### src/rtl/instr_seq_pkg.sv
package instr_seq_pkg;
  localparam int unsigned SC_W_DEF = 4;
  localparam int unsigned OP_W_DEF = 3;
  localparam int unsigned FETCH_LAST = 2;  // last fetch step, also the step for the interrupt exit and the indirect load
endpackage

### src/rtl/seq_onehot_dec.sv
module seq_onehot_dec #(
  parameter int unsigned IN_W = 3,
  localparam int unsigned OUT_N = 1 << IN_W
) (
  input  logic [IN_W-1:0]  sel_i,
  output logic [OUT_N-1:0] hot_o
);
  for (genvar k = 0; k < OUT_N; k++) begin : g_line
    assign hot_o[k] = (sel_i == IN_W'(k));
  end
endmodule

### src/rtl/seq_counter.sv
module seq_counter #(
  parameter int unsigned W = 4
) (
  input  logic         clk_i,
  input  logic         rst_ni,
  input  logic         clr_i,
  output logic [W-1:0] cnt_o
);
  always_ff @(posedge clk_i or negedge rst_ni) begin
    if (!rst_ni)    cnt_o <= '0;
    else if (clr_i) cnt_o <= '0;
    else            cnt_o <= cnt_o + W'(1);
  end
endmodule

### src/rtl/seq_irq_ctrl.sv
module seq_irq_ctrl (
  input  logic clk_i,
  input  logic rst_ni,
  input  logic fetch_win_i,
  input  logic irq_done_i,
  input  logic dev_req_i,
  input  logic int_on_i,
  input  logic int_off_i,
  output logic int_en_o,
  output logic irq_cyc_o
);
  always_ff @(posedge clk_i or negedge rst_ni) begin
    if (!rst_ni)                                   irq_cyc_o <= 1'b0;
    else if (irq_done_i)                           irq_cyc_o <= 1'b0;
    else if (!fetch_win_i && int_en_o && dev_req_i) irq_cyc_o <= 1'b1;
  end

  always_ff @(posedge clk_i or negedge rst_ni) begin
    if (!rst_ni)                      int_en_o <= 1'b0;
    else if (irq_done_i || int_off_i) int_en_o <= 1'b0;
    else if (int_on_i)                int_en_o <= 1'b1;
  end
endmodule

### src/rtl/instr_sequencer.sv
module instr_sequencer
  import instr_seq_pkg::*;
#(
  parameter int unsigned SC_W = SC_W_DEF,
  parameter int unsigned OP_W = OP_W_DEF,
  localparam int unsigned STEP_N = 1 << SC_W,
  localparam int unsigned OP_N = 1 << OP_W
) (
  input  logic              clk_i,
  input  logic              rst_ni,
  input  logic [OP_W:0]     ir_hi_i,
  input  logic              in_flag_i,
  input  logic              out_flag_i,
  input  logic              int_on_i,
  input  logic              int_off_i,
  input  logic              sc_clr_i,
  output logic [STEP_N-1:0] step_o,
  output logic [OP_N-1:0]   op_o,
  output logic              ind_o,
  output logic              int_en_o,
  output logic              irq_cyc_o
);
  logic [SC_W-1:0] sc_q;
  logic            fetch_win, irq_done, load_ind;

  assign fetch_win = |step_o[FETCH_LAST:0];
  assign irq_done  = irq_cyc_o & step_o[FETCH_LAST];
  assign load_ind  = ~irq_cyc_o & step_o[FETCH_LAST];

  seq_counter #(.W(SC_W)) u_cnt (
    .clk_i (clk_i),
    .rst_ni(rst_ni),
    .clr_i (sc_clr_i | irq_done),
    .cnt_o (sc_q)
  );

  seq_onehot_dec #(.IN_W(SC_W)) u_step_dec (
    .sel_i(sc_q),
    .hot_o(step_o)
  );

  seq_onehot_dec #(.IN_W(OP_W)) u_op_dec (
    .sel_i(ir_hi_i[OP_W-1:0]),
    .hot_o(op_o)
  );

  seq_irq_ctrl u_irq (
    .clk_i      (clk_i),
    .rst_ni     (rst_ni),
    .fetch_win_i(fetch_win),
    .irq_done_i (irq_done),
    .dev_req_i  (in_flag_i | out_flag_i),
    .int_on_i   (int_on_i),
    .int_off_i  (int_off_i),
    .int_en_o   (int_en_o),
    .irq_cyc_o  (irq_cyc_o)
  );

  always_ff @(posedge clk_i or negedge rst_ni) begin
    if (!rst_ni)       ind_o <= 1'b0;
    else if (load_ind) ind_o <= ir_hi_i[OP_W];
  end
endmodule

### config.mk
export PLATFORM = sky130hd
export DESIGN_NAME = instr_sequencer
export DESIGN_NICKNAME = d
export VERILOG_FILES = /design/src/rtl/instr_seq_pkg.sv /design/src/rtl/seq_onehot_dec.sv /design/src/rtl/seq_counter.sv /design/src/rtl/seq_irq_ctrl.sv /design/src/rtl/instr_sequencer.sv
export SDC_FILE = /design/constraint.sdc
export NUM_CORES = 1
export LEC_CHECK = 0
export BUFFER_PORTS_ARGS = -buffer_cell sky130_fd_sc_hd__buf_2
export CAP_MARGIN = 20
export CELL_PAD_IN_SITES_DETAIL_PLACEMENT = 1
export CELL_PAD_IN_SITES_GLOBAL_PLACEMENT = 2
export CORE_UTILIZATION = 25
export DETAILED_ROUTE_END_ITERATION = 12
export PLACE_DENSITY = 0.92
export SETUP_SLACK_MARGIN = 0.15
export SLEW_MARGIN = 0
export SYNTH_ARGS = -nofsm -noshare
export SYNTH_HDL_FRONTEND = slang
export SYNTH_HIERARCHICAL = 1
export SYNTH_SLANG_ARGS = --single-unit
### constraint.sdc
create_clock -name clk_i -period 4.4 [get_ports clk_i]
set_input_delay 0.44 -clock clk_i [delete_from_list [all_inputs] [get_ports clk_i]]
set_output_delay 0.44 -clock clk_i [all_outputs]
set_load 0.05 [all_outputs]
=== After elaboration in Yosys (flattened, before gate mapping) ===
Index checks and enable logic that the tools add are counted.

* Add/sub/neg operators: 1
* Equality and inequality tests: 22
* Muxes and demuxes: 5
* Bitwise gates (word level): 5
* Reduce and logical (&&, ||, !) cells: 9

{| class="wikitable"
|+ Operators by type and width
! operator !! count
|-
| $eq 4x4->1 const B || 8
|-
| $eq 4x3->1 const B || 4
|-
| $eq 3x3->1 const B || 4
|-
| $eq 4x2->1 const B || 2
|-
| $eq 3x2->1 const B || 2
|-
| $add 4x1->4 const B || 1
|-
| $eq 4x1->1 const B || 1
|-
| $logic_not 4->1 || 1
|-
| $mux 1 || 4
|-
| $mux 4 || 1
|-
| $reduce_bool 2->1 || 2
|-
| $eq 3x1->1 const B || 1
|-
| $logic_not 3->1 || 1
|-
| $reduce_or 3->1 || 1
|-
| $and 1x1->1 || 2
|-
| $logic_and 1x1->1 || 2
|-
| $or 1x1->1 || 2
|-
| $logic_not 1->1 || 1
|-
| $logic_or 1x1->1 || 1
|-
| $not 1->1 || 1
|}

* Bits in registers: 7
* Bits of input ports: 11
* Output and inout bits: 27
* Logic and storage cells: 46

=== Longest topological paths before layout ===
Gate-level depths: netlist of run 1.

* Word-level depth: 7
* Gate-level depth with buffers: 6
* Gate-level depth less buffers: 5

=== Hierarchy ===
Netlist of run 1, hierarchy kept.

{| class="wikitable"
|+ Modules (own cells, without submodules)
! module !! instances !! cells an instance !! area each (um2) !! sequential area each (um2)
|-
| seq_onehot_dec (u_step_dec) || 1 || 20 || 226.5 || 0.0
|-
| seq_counter || 1 || 13 || 170.2 || 100.1
|-
| instr_sequencer || 1 || 7 || 78.8 || 25.0
|-
| seq_irq_ctrl || 1 || 7 || 75.1 || 50.0
|-
| seq_onehot_dec (u_op_dec) || 1 || 8 || 65.1 || 0.0
|}

=== Worst setup path after synthesis of run 1 ===
No wires, ideal clock.

* Path kind: reg2reg
* Start: reg u_cnt.cnt_o[0]
* End: reg u_cnt.cnt_o[3]
* Setup time: 0.125 ns
* Arrival time: 2.436 ns
* Required time: 4.275 ns
* Slack: 1.839 ns
* Cell stages (with the launch flop): 7
* Path buffers: 1
* Clock period less this slack: 2.561 ns
* Cells stage by stage: dfrtp_1 buf_4 nor4b_2 and2_1 or2_1 nor2_1 mux2_4

* Cells in the longest elaborated chain, start to end: 4
* Elaborated cells on any way between the ends: 5
* Those cells by class: 1 x add/sub; 1 x eq/ne; 1 x mux; 2 x bitwise

{| class="wikitable"
|+ RTL lines
! item !! line !! RTL
|-
| start: declaration || seq_counter.sv:7 || <nowiki>output logic [W-1:0] cnt_o</nowiki>
|-
| start signal: assignment || seq_counter.sv:12 || <nowiki>else cnt_o <= cnt_o + W'(1);</nowiki>
|-
| $eq 4x2->1 || seq_onehot_dec.sv:9 || <nowiki>assign hot_o[k] = (sel_i == IN_W'(k));</nowiki>
|-
| named net step_o[2] || instr_sequencer.sv:17 || <nowiki>output logic [STEP_N-1:0] step_o,</nowiki>
|-
| $and 1x1->1 || instr_sequencer.sv:27 || <nowiki>assign irq_done = irq_cyc_o & step_o[FETCH_LAST];</nowiki>
|-
| named net irq_done || instr_sequencer.sv:24 || <nowiki>logic fetch_win, irq_done, load_ind;</nowiki>
|-
| $or 1x1->1 || instr_sequencer.sv:33 || <nowiki>.clr_i (sc_clr_i | irq_done),</nowiki>
|-
| $mux 4 || seq_counter.sv:11 || <nowiki>else if (clr_i) cnt_o <= '0;</nowiki>
|}

The timed path passes the listed nets, and every way through them passes these cells.
A chain may end at the register's enable or synchronous reset.

=== Worst setup path in the final report of run 1 ===
* Start: reg u_cnt.cnt_o[1]
* End: out step_o[2]

* Cells in the longest elaborated chain, start to end: 1

{| class="wikitable"
|+ RTL lines
! item !! line
|-
| $eq 4x2->1 || seq_onehot_dec.sv:9
|-
| end: declaration || instr_sequencer.sv:17
|}

No other way between the ends.

==> run summary, run 1 <==
The run finished with clean final reports. The floorplan step set the die height to 51.6 um. Leaving out fill and tap cells, the most frequent cell in the layout is buf_2. Measured against its own limit, the worst slew margin works out to 62.2%. The relative area change from synthesis to final layout came out at 35.2%. The static leakage came out at 0.440 nW. The path class of the tightest hold or removal check is in -> async. TritonCTS built the clock tree. met2 is the most crowded layer. The data required time at the worst endpoint came out at 3.96 ns.

The minimum clock period is 2.09 ns. The half-perimeter wire length after placement came out at 1.19 mm. The count of cells in the finished layout, fillers not included, comes to 120. The hold violation count in the final report came out at 0.

Among all stages on the critical path, the largest delay is contributed by dfrtp_1. The worst setup path is launched from a flop. The largest stage delay on the critical path came out at 0.65 ns. The area of the placeable core is 2280 um2. 38 I/O pins were placed. The initial antenna violation count came to 0. The arrival time reported for the critical path endpoint is 1.65 ns. Setup repair after global routing left no endpoint under its margin. The total via count after detailed routing is 588. Global routing consumed, on the met3 layer, 2.34% of the routing resources. The setup slack on the worst flop-to-flop path came out at 2.46 ns. Once detail routing completed, the nets flagged for antenna violations numbered 0.

The unique cell type count in the Yosys netlist came out at 25. No sink is reached through more buffers than the 2 on the longest clock path. The clock-pin slew reported for the worst setup and hold paths after clock tree synthesis came out at 0.05 ns. After detailed routing, the number of remaining DRC violations is 0. Once the clock tree was built, the resizer swapped 0 gates to a different size.

The number of cells in the design after placement is 116. The sum of overflow across all layers after global routing is 0. The share of the clock period used by the worst path after layout came out at 47.6%.

The number of warnings reported in the yosys synthesis log is 6. The total of buffers placed on input and output ports is 37. Tracing the worst setup path back leads to its startpoint at u_cnt/cnt_o[1]. CTS built an H-tree with a depth of 1. The post-synthesis sequential element count is 7. The count of standard-cell rows is 17. The max-slew violation count is 0. The synthesized area divided by synthesized cell count came out at 11.2 um2. Walking the worst path, the cells encountered are nor4b_2 > buf_2.

Hold repair after CTS inserted 0 buffers. The combined area of the multi-input logic cells came out at 407 um2. The fraction of final layout cells with drive strength greater than 1 came out at 65.2%.

Total power for the finished layout comes to 0.000337 W. From left edge to right edge, the die measures 51.6 um. Max-cap violations in this run came to 0.

The effective utilization at floorplan is 27.0%. The post-placement worst setup slack came out at 2.44 ns. The worst-skew pair later-pin latency is 0.24 ns. The kind of end point of the critical path is an output port. The setup-violating endpoint count in the final report is 0.

For this run, the post-layout net count is 105. The maximum net fanout on the critical path is 18. The final weighted congestion in routability-driven placement is 0.674. Setup total negative slack on the finished layout was measured at 0 ns. CTS placed an instance of clkbuf_4 at the clock tree root.

The die footprint is 2660 um2. The total routed wirelength is 1.53 mm. The met1 track demand over resource came out at 12.4%.

The final core utilization is 36.6%. The maximum operating frequency is 0.477 GHz. In this run the power density over the cells is 405 nW/um2.

The sequential share of the synthesized area is 28.5%. The critical path buffer and inverter count came out at 1. The post-detailed-route via-to-cell ratio is 4.90.

The worst register-to-register path ends at u_cnt/cnt_o[3]. The largest delay contributor family on the critical path is flip-flops. Entering global routing, the biggest net connects 20 pins. The total track usage came out at 12.0%. Registers take 175 um2. The worst setup skew after layout came out at 0.00159 ns. The smallest setup slack after layout is 2.31 ns. The number of instances in the synthesized netlist came out at 55. The average routed wire per standard cell came out at 12.7 um. In the layout the commonest cells are buf_2, dfrtp_1, and4bb_2. In this run the critical register-to-register path is launched from u_cnt/cnt_o[1]. The worst reg-to-reg path cell count is 5. Synthesis produced a netlist with a net count of 67. The global routing met2 resource utilization is 22.7%.

The number of global-route vias before repair is 550. The first-pass GRT wire length came out at 2.43 mm. The peak supply drop is 0.268 mV.

The iteration-0 DRC count of the detailed router came out at 7. The critical path in this run is classified as reg -> out. Counting the buffers created by CTS gives 3. The transition at the pin with the smallest max-transition slack is 0.566 ns. The count of TritonRoute iterations in the first routing pass came out at 2. The number of setup buffers added after CTS is 0. The final-layout fill cell count came out at 271. The number of sinks handled by clock tree synthesis is 7. The final antenna diode count came out at 0. The cell area that synthesis handed to floorplanning was 616 um2.
-- layer usage --
metal	wire, um	part of all wire [%]	vias to the layer above
met5	0	0	-
met4	0	0	0
met3	134	8.8	0
met2	790	52	27
met1	601	39	275
li1	-	-	286
-- cells by family (layout without fill, tap and decap cells) --
logic type	count (synthesis)	after routing	share of synthesized area, %
mux	2	2	4.88
compound gates	1	1	0.812
xor+xnor	1	1	1.42
buf+inv	5	42	5.49
fa+ha+maj	1	1	2.03
simple gates	38	38	56.9
flops	7	7	28.5
-- power by group --
group	switching (W)	total [W]	internal, W
clock network	0.0000220	0.0000565	0.0000345
registers	0.0000329	0.000112	0.0000794
logic	0.000113	0.000168	0.0000553
-- registers in the layout, indices dropped and copies added (netlist names) --
name and flops:
u_irq/irq_cyc_o 1, ind_o 1, u_irq/int_en_o 1, u_cnt/cnt_o 4
-- synthesized netlist by cell type (all sizes together) --
library cell | number | area share [%]
dfrtp | 7 | 28
ha | 1 | 2.0
nor3b | 3 | 3.7
a21oi | 1 | 0.81
and3 | 1 | 1.2
or2 | 2 | 2.0
nand3b | 1 | 1.2
and3b | 3 | 4.9
buf | 4 | 4.9
and2 | 1 | 1.0
nor4 | 1 | 2.0
nor4b | 4 | 9.8
nand3 | 1 | 1.6
and4 | 1 | 1.4
nor2 | 4 | 2.4
xnor2 | 1 | 1.4
or3 | 1 | 1.0
and4bb | 6 | 12
inv | 1 | 0.61
nor3 | 2 | 1.6
mux2 | 2 | 4.9
nor2b | 3 | 4.3
and4b | 4 | 6.5
-- area by class of cell --
class	instances	share of cell area (%)
Multi-Input combinational cell	43	48.9
Sequential cell	7	21.1
Clock buffer	4	3.16
Inverter	1	0.451
Tap cell	28	4.21
Timing Repair Buffer	37	22.3
-- through the flow --
stage | area, um2 | hold WS [ns]
global route | 832 | 0.0212
floorplan | 616 | 0.144
detailed placement | 806 | 0.287
global placement | 806 | 0.280
finish | 832 | 0.0217
CTS | 832 | 0.0145
-- how the worst max path moves through the flow --
| stage | endpoint | slack (ns) | cells after the start |
|---|---|---|---|
| after floorplan | u_cnt/cnt_o[3] | 1.84 | 6 |
| after global placement | u_cnt/cnt_o[3] | 2.58 | 5 |
| after detailed placement | u_cnt/cnt_o[3] | 2.44 | 5 |
| after CTS | step_o[2] | 2.26 | 2 |
| after global routing | step_o[2] | 2.17 | 2 |
| final | step_o[2] | 2.31 | 2 |
Power figures use the tool's default switching activity.
==> run 2: changes to the inputs <==
--- a/config.mk
+++ b/config.mk
@@ -9,9 +9,9 @@
 export CAP_MARGIN = 20
 export CELL_PAD_IN_SITES_DETAIL_PLACEMENT = 1
 export CELL_PAD_IN_SITES_GLOBAL_PLACEMENT = 2
-export CORE_UTILIZATION = 25
+export CORE_UTILIZATION = 21
 export DETAILED_ROUTE_END_ITERATION = 12
-export PLACE_DENSITY = 0.92
+export PLACE_DENSITY = 0.83
 export SETUP_SLACK_MARGIN = 0.15
 export SLEW_MARGIN = 0
 export SYNTH_ARGS = -nofsm -noshare
==> constraint.sdc (replaced) <==
create_clock -name clk_i -period 1.9 [get_ports clk_i]
set_input_delay 0.19 -clock clk_i [delete_from_list [all_inputs] [get_ports clk_i]]
set_output_delay 0.19 -clock clk_i [all_outputs]
set_load 0.05 [all_outputs]
==> run summary, run 2 (synthesis results as in run 1) <==
The number of max-capacitance violations reported is 0. The post-placement worst setup slack is 0.271 ns. After global routing the overflow that remains totals 0. The detailed router placed 604 vias in this run. On the critical path, the stage with the largest delay is an instance of dfrtp_2. The number of sinks handled by clock tree synthesis came out at 7.

The count of buffers added by post-CTS timing repair for setup came out at 0. The number of remaining DRC errors came out at 0. The worst setup path is captured at an output port. The critical path starts at u_cnt/cnt_o[2]. For the worst setup path, the data required time is 1.71 ns. The floorplan has 19 rows. Once detail routing completed, the nets flagged for antenna violations numbered 0. The total of buffers placed on input and output ports came out at 37. The flip-flop count of the largest register, all copies and words added came out at 4. The hold violation count in the final report is 0. Pin placement for this block handled 38 I/O pins. The top cell types in the final layout, fill and taps aside, are buf_2, and4bb_2.

The arrival time reported for the critical path endpoint came out at 1.48 ns. Dividing the detail-routed via count by the number of cells gives 4.76. The die covers 3150 um2. The final setup TNS is 0 ns. The flow ran to the end, and the final reports show no timing, DRC or antenna violations. The path class of the tightest hold or removal check is in -> reg. The fraction of final layout cells with drive strength greater than 1 came out at 70.8%. The startpoint identified for the worst hold timing path is int_off_i.

The initial antenna violation count was 0. Setup repair after global routing left no endpoint under its margin. The effective utilization at floorplan came out at 22.3%.

The worst-skew pair later-pin latency came out at 0.26 ns. For this run, the slowest stage of the critical path takes 0.42 ns. The average routed wire per standard cell is 12.9 um. The power density relative to cell area came out at 924 nW/um2. The max-slew violation count came to 0. The total track usage is 11.8%.

The setup slack on the worst flop-to-flop path came out at 0.29 ns. The maximum operating frequency is 0.598 GHz. The final antenna diode count came out at 0. The worst setup path is of the reg -> out kind. Leaving out fill and tap cells, the most frequent cell in the layout is buf_2.

The total routed wirelength is 1.64 mm. In this run the tightest slew margin relative to its limit is 78.3%. Hold is met by 0.0855 ns. The total area inside the core boundary comes to 2760 um2.

The CTS tree is yes. The smallest setup slack after layout is 0.228 ns. The number of global-route vias before repair is 636. The first global-routing pass estimated 2.90 mm of wire. The iteration-0 DRC count of the detailed router came out at 11. Counting both buffers and inverters, the worst setup path holds a total of 2.

The count of TritonRoute iterations in the first routing pass came out at 3. The floorplan step set the die height to 56.1 um. The largest delay contributor family on the critical path is buffers and inverters. The width of the die is 56.1 um.

The clock passes through at most 2 buffers. The final core utilization came out at 32.2%. The H-tree depth came out at 1. Traced cell by cell, the critical path runs through buf_4 > nor4b_2 > buf_2. Routability-driven placement finished with a final weighted congestion of 0.805. The layout has 329 filler cells.

The worst path needs 1.67 ns of the cycle, external delays included. After clock tree synthesis, the clock-pin slew on the worst setup and hold paths is 0.05 ns. The half-perimeter wire length after placement is 1.25 mm. The share of the clock period used by the worst path after layout is 88.0%. In this run the critical register-to-register path is launched from u_cnt/cnt_o[0]. The static leakage came out at 0.462 nW. IR analysis of the VDD net gives a maximum drop of 0.429 mV.

The setup-violating endpoint count in the final report is 0. The maximum net fanout on the critical path is 17. In this run the clock root is driven by a clkbuf_4. Ranked by flip-flop count, first place goes to u_cnt/cnt_o.

The CTS buffer count is 3. The worst setup skew after layout came out at 0.00240 ns. Entering global routing, the biggest net connects 20 pins. STA classifies the critical path startpoint as a flop. The relative area change from synthesis to final layout came out at 44.3%.

The final net count is 109. For the pin with the worst max-slew slack, the measured transition is 0.326 ns.
==> run 2: cell type report <==
class | count | area, um2 | area share (%)
inverter | 1 | 3.75 | 0.423
sequential | 7 | 179 | 20.1
multi-input combinational | 43 | 420 | 47.3
clock buffer | 4 | 26.3 | 2.96
timing repair buffer | 41 | 220 | 24.8
tap | 31 | 38.8 | 4.37
==> run 2: per-layer routing <==
metal  share of wire, %  global-route usage, %  vias up
met3                8.9                   1.86        5
met1                 41                   14.6      274
li1                   -                      -      293
met2                 47                   18.7       32
met5                  0                      0        -
met4                2.8                   8.36        0
==> run 2: final timing paths <==
kind,to,depth (start not counted)
max,step_o[1],3
max in group asynchronous,u_cnt/cnt_o[0],2
min reg2reg,ind_o,1
min in group asynchronous,ind_o,2
max reg2reg,u_cnt/cnt_o[3],5
min,u_irq/int_en_o,2
==> run 2: where the power goes <==
group          total, W  switching [W]  leakage, nW  internal [W]
sequential     0.000248      0.0000609       0.0853      0.000187
clock          0.000139      0.0000582       0.0150     0.0000803
combinational  0.000434       0.000286        0.362      0.000148
total          0.000821       0.000405        0.462      0.000415
==> run 2: through the flow <==
step	power (W)	cells	instance area, um2
4_1_cts	0.000832	127	885
2_1_floorplan	0.000586	55	639
5_1_grt	0.000871	127	888
3_3_place_gp	0.000673	122	848
6_report	0.000821	127	888
3_5_place_dp	0.000684	122	848
==> run 2: what timing repair did <==
action                                  in CTS  in global routing
resized for setup                            0                  3
hold buffers                                 1                  0
endpoints found under the hold margin        7                  0
endpoints found under the setup margin       0                  3
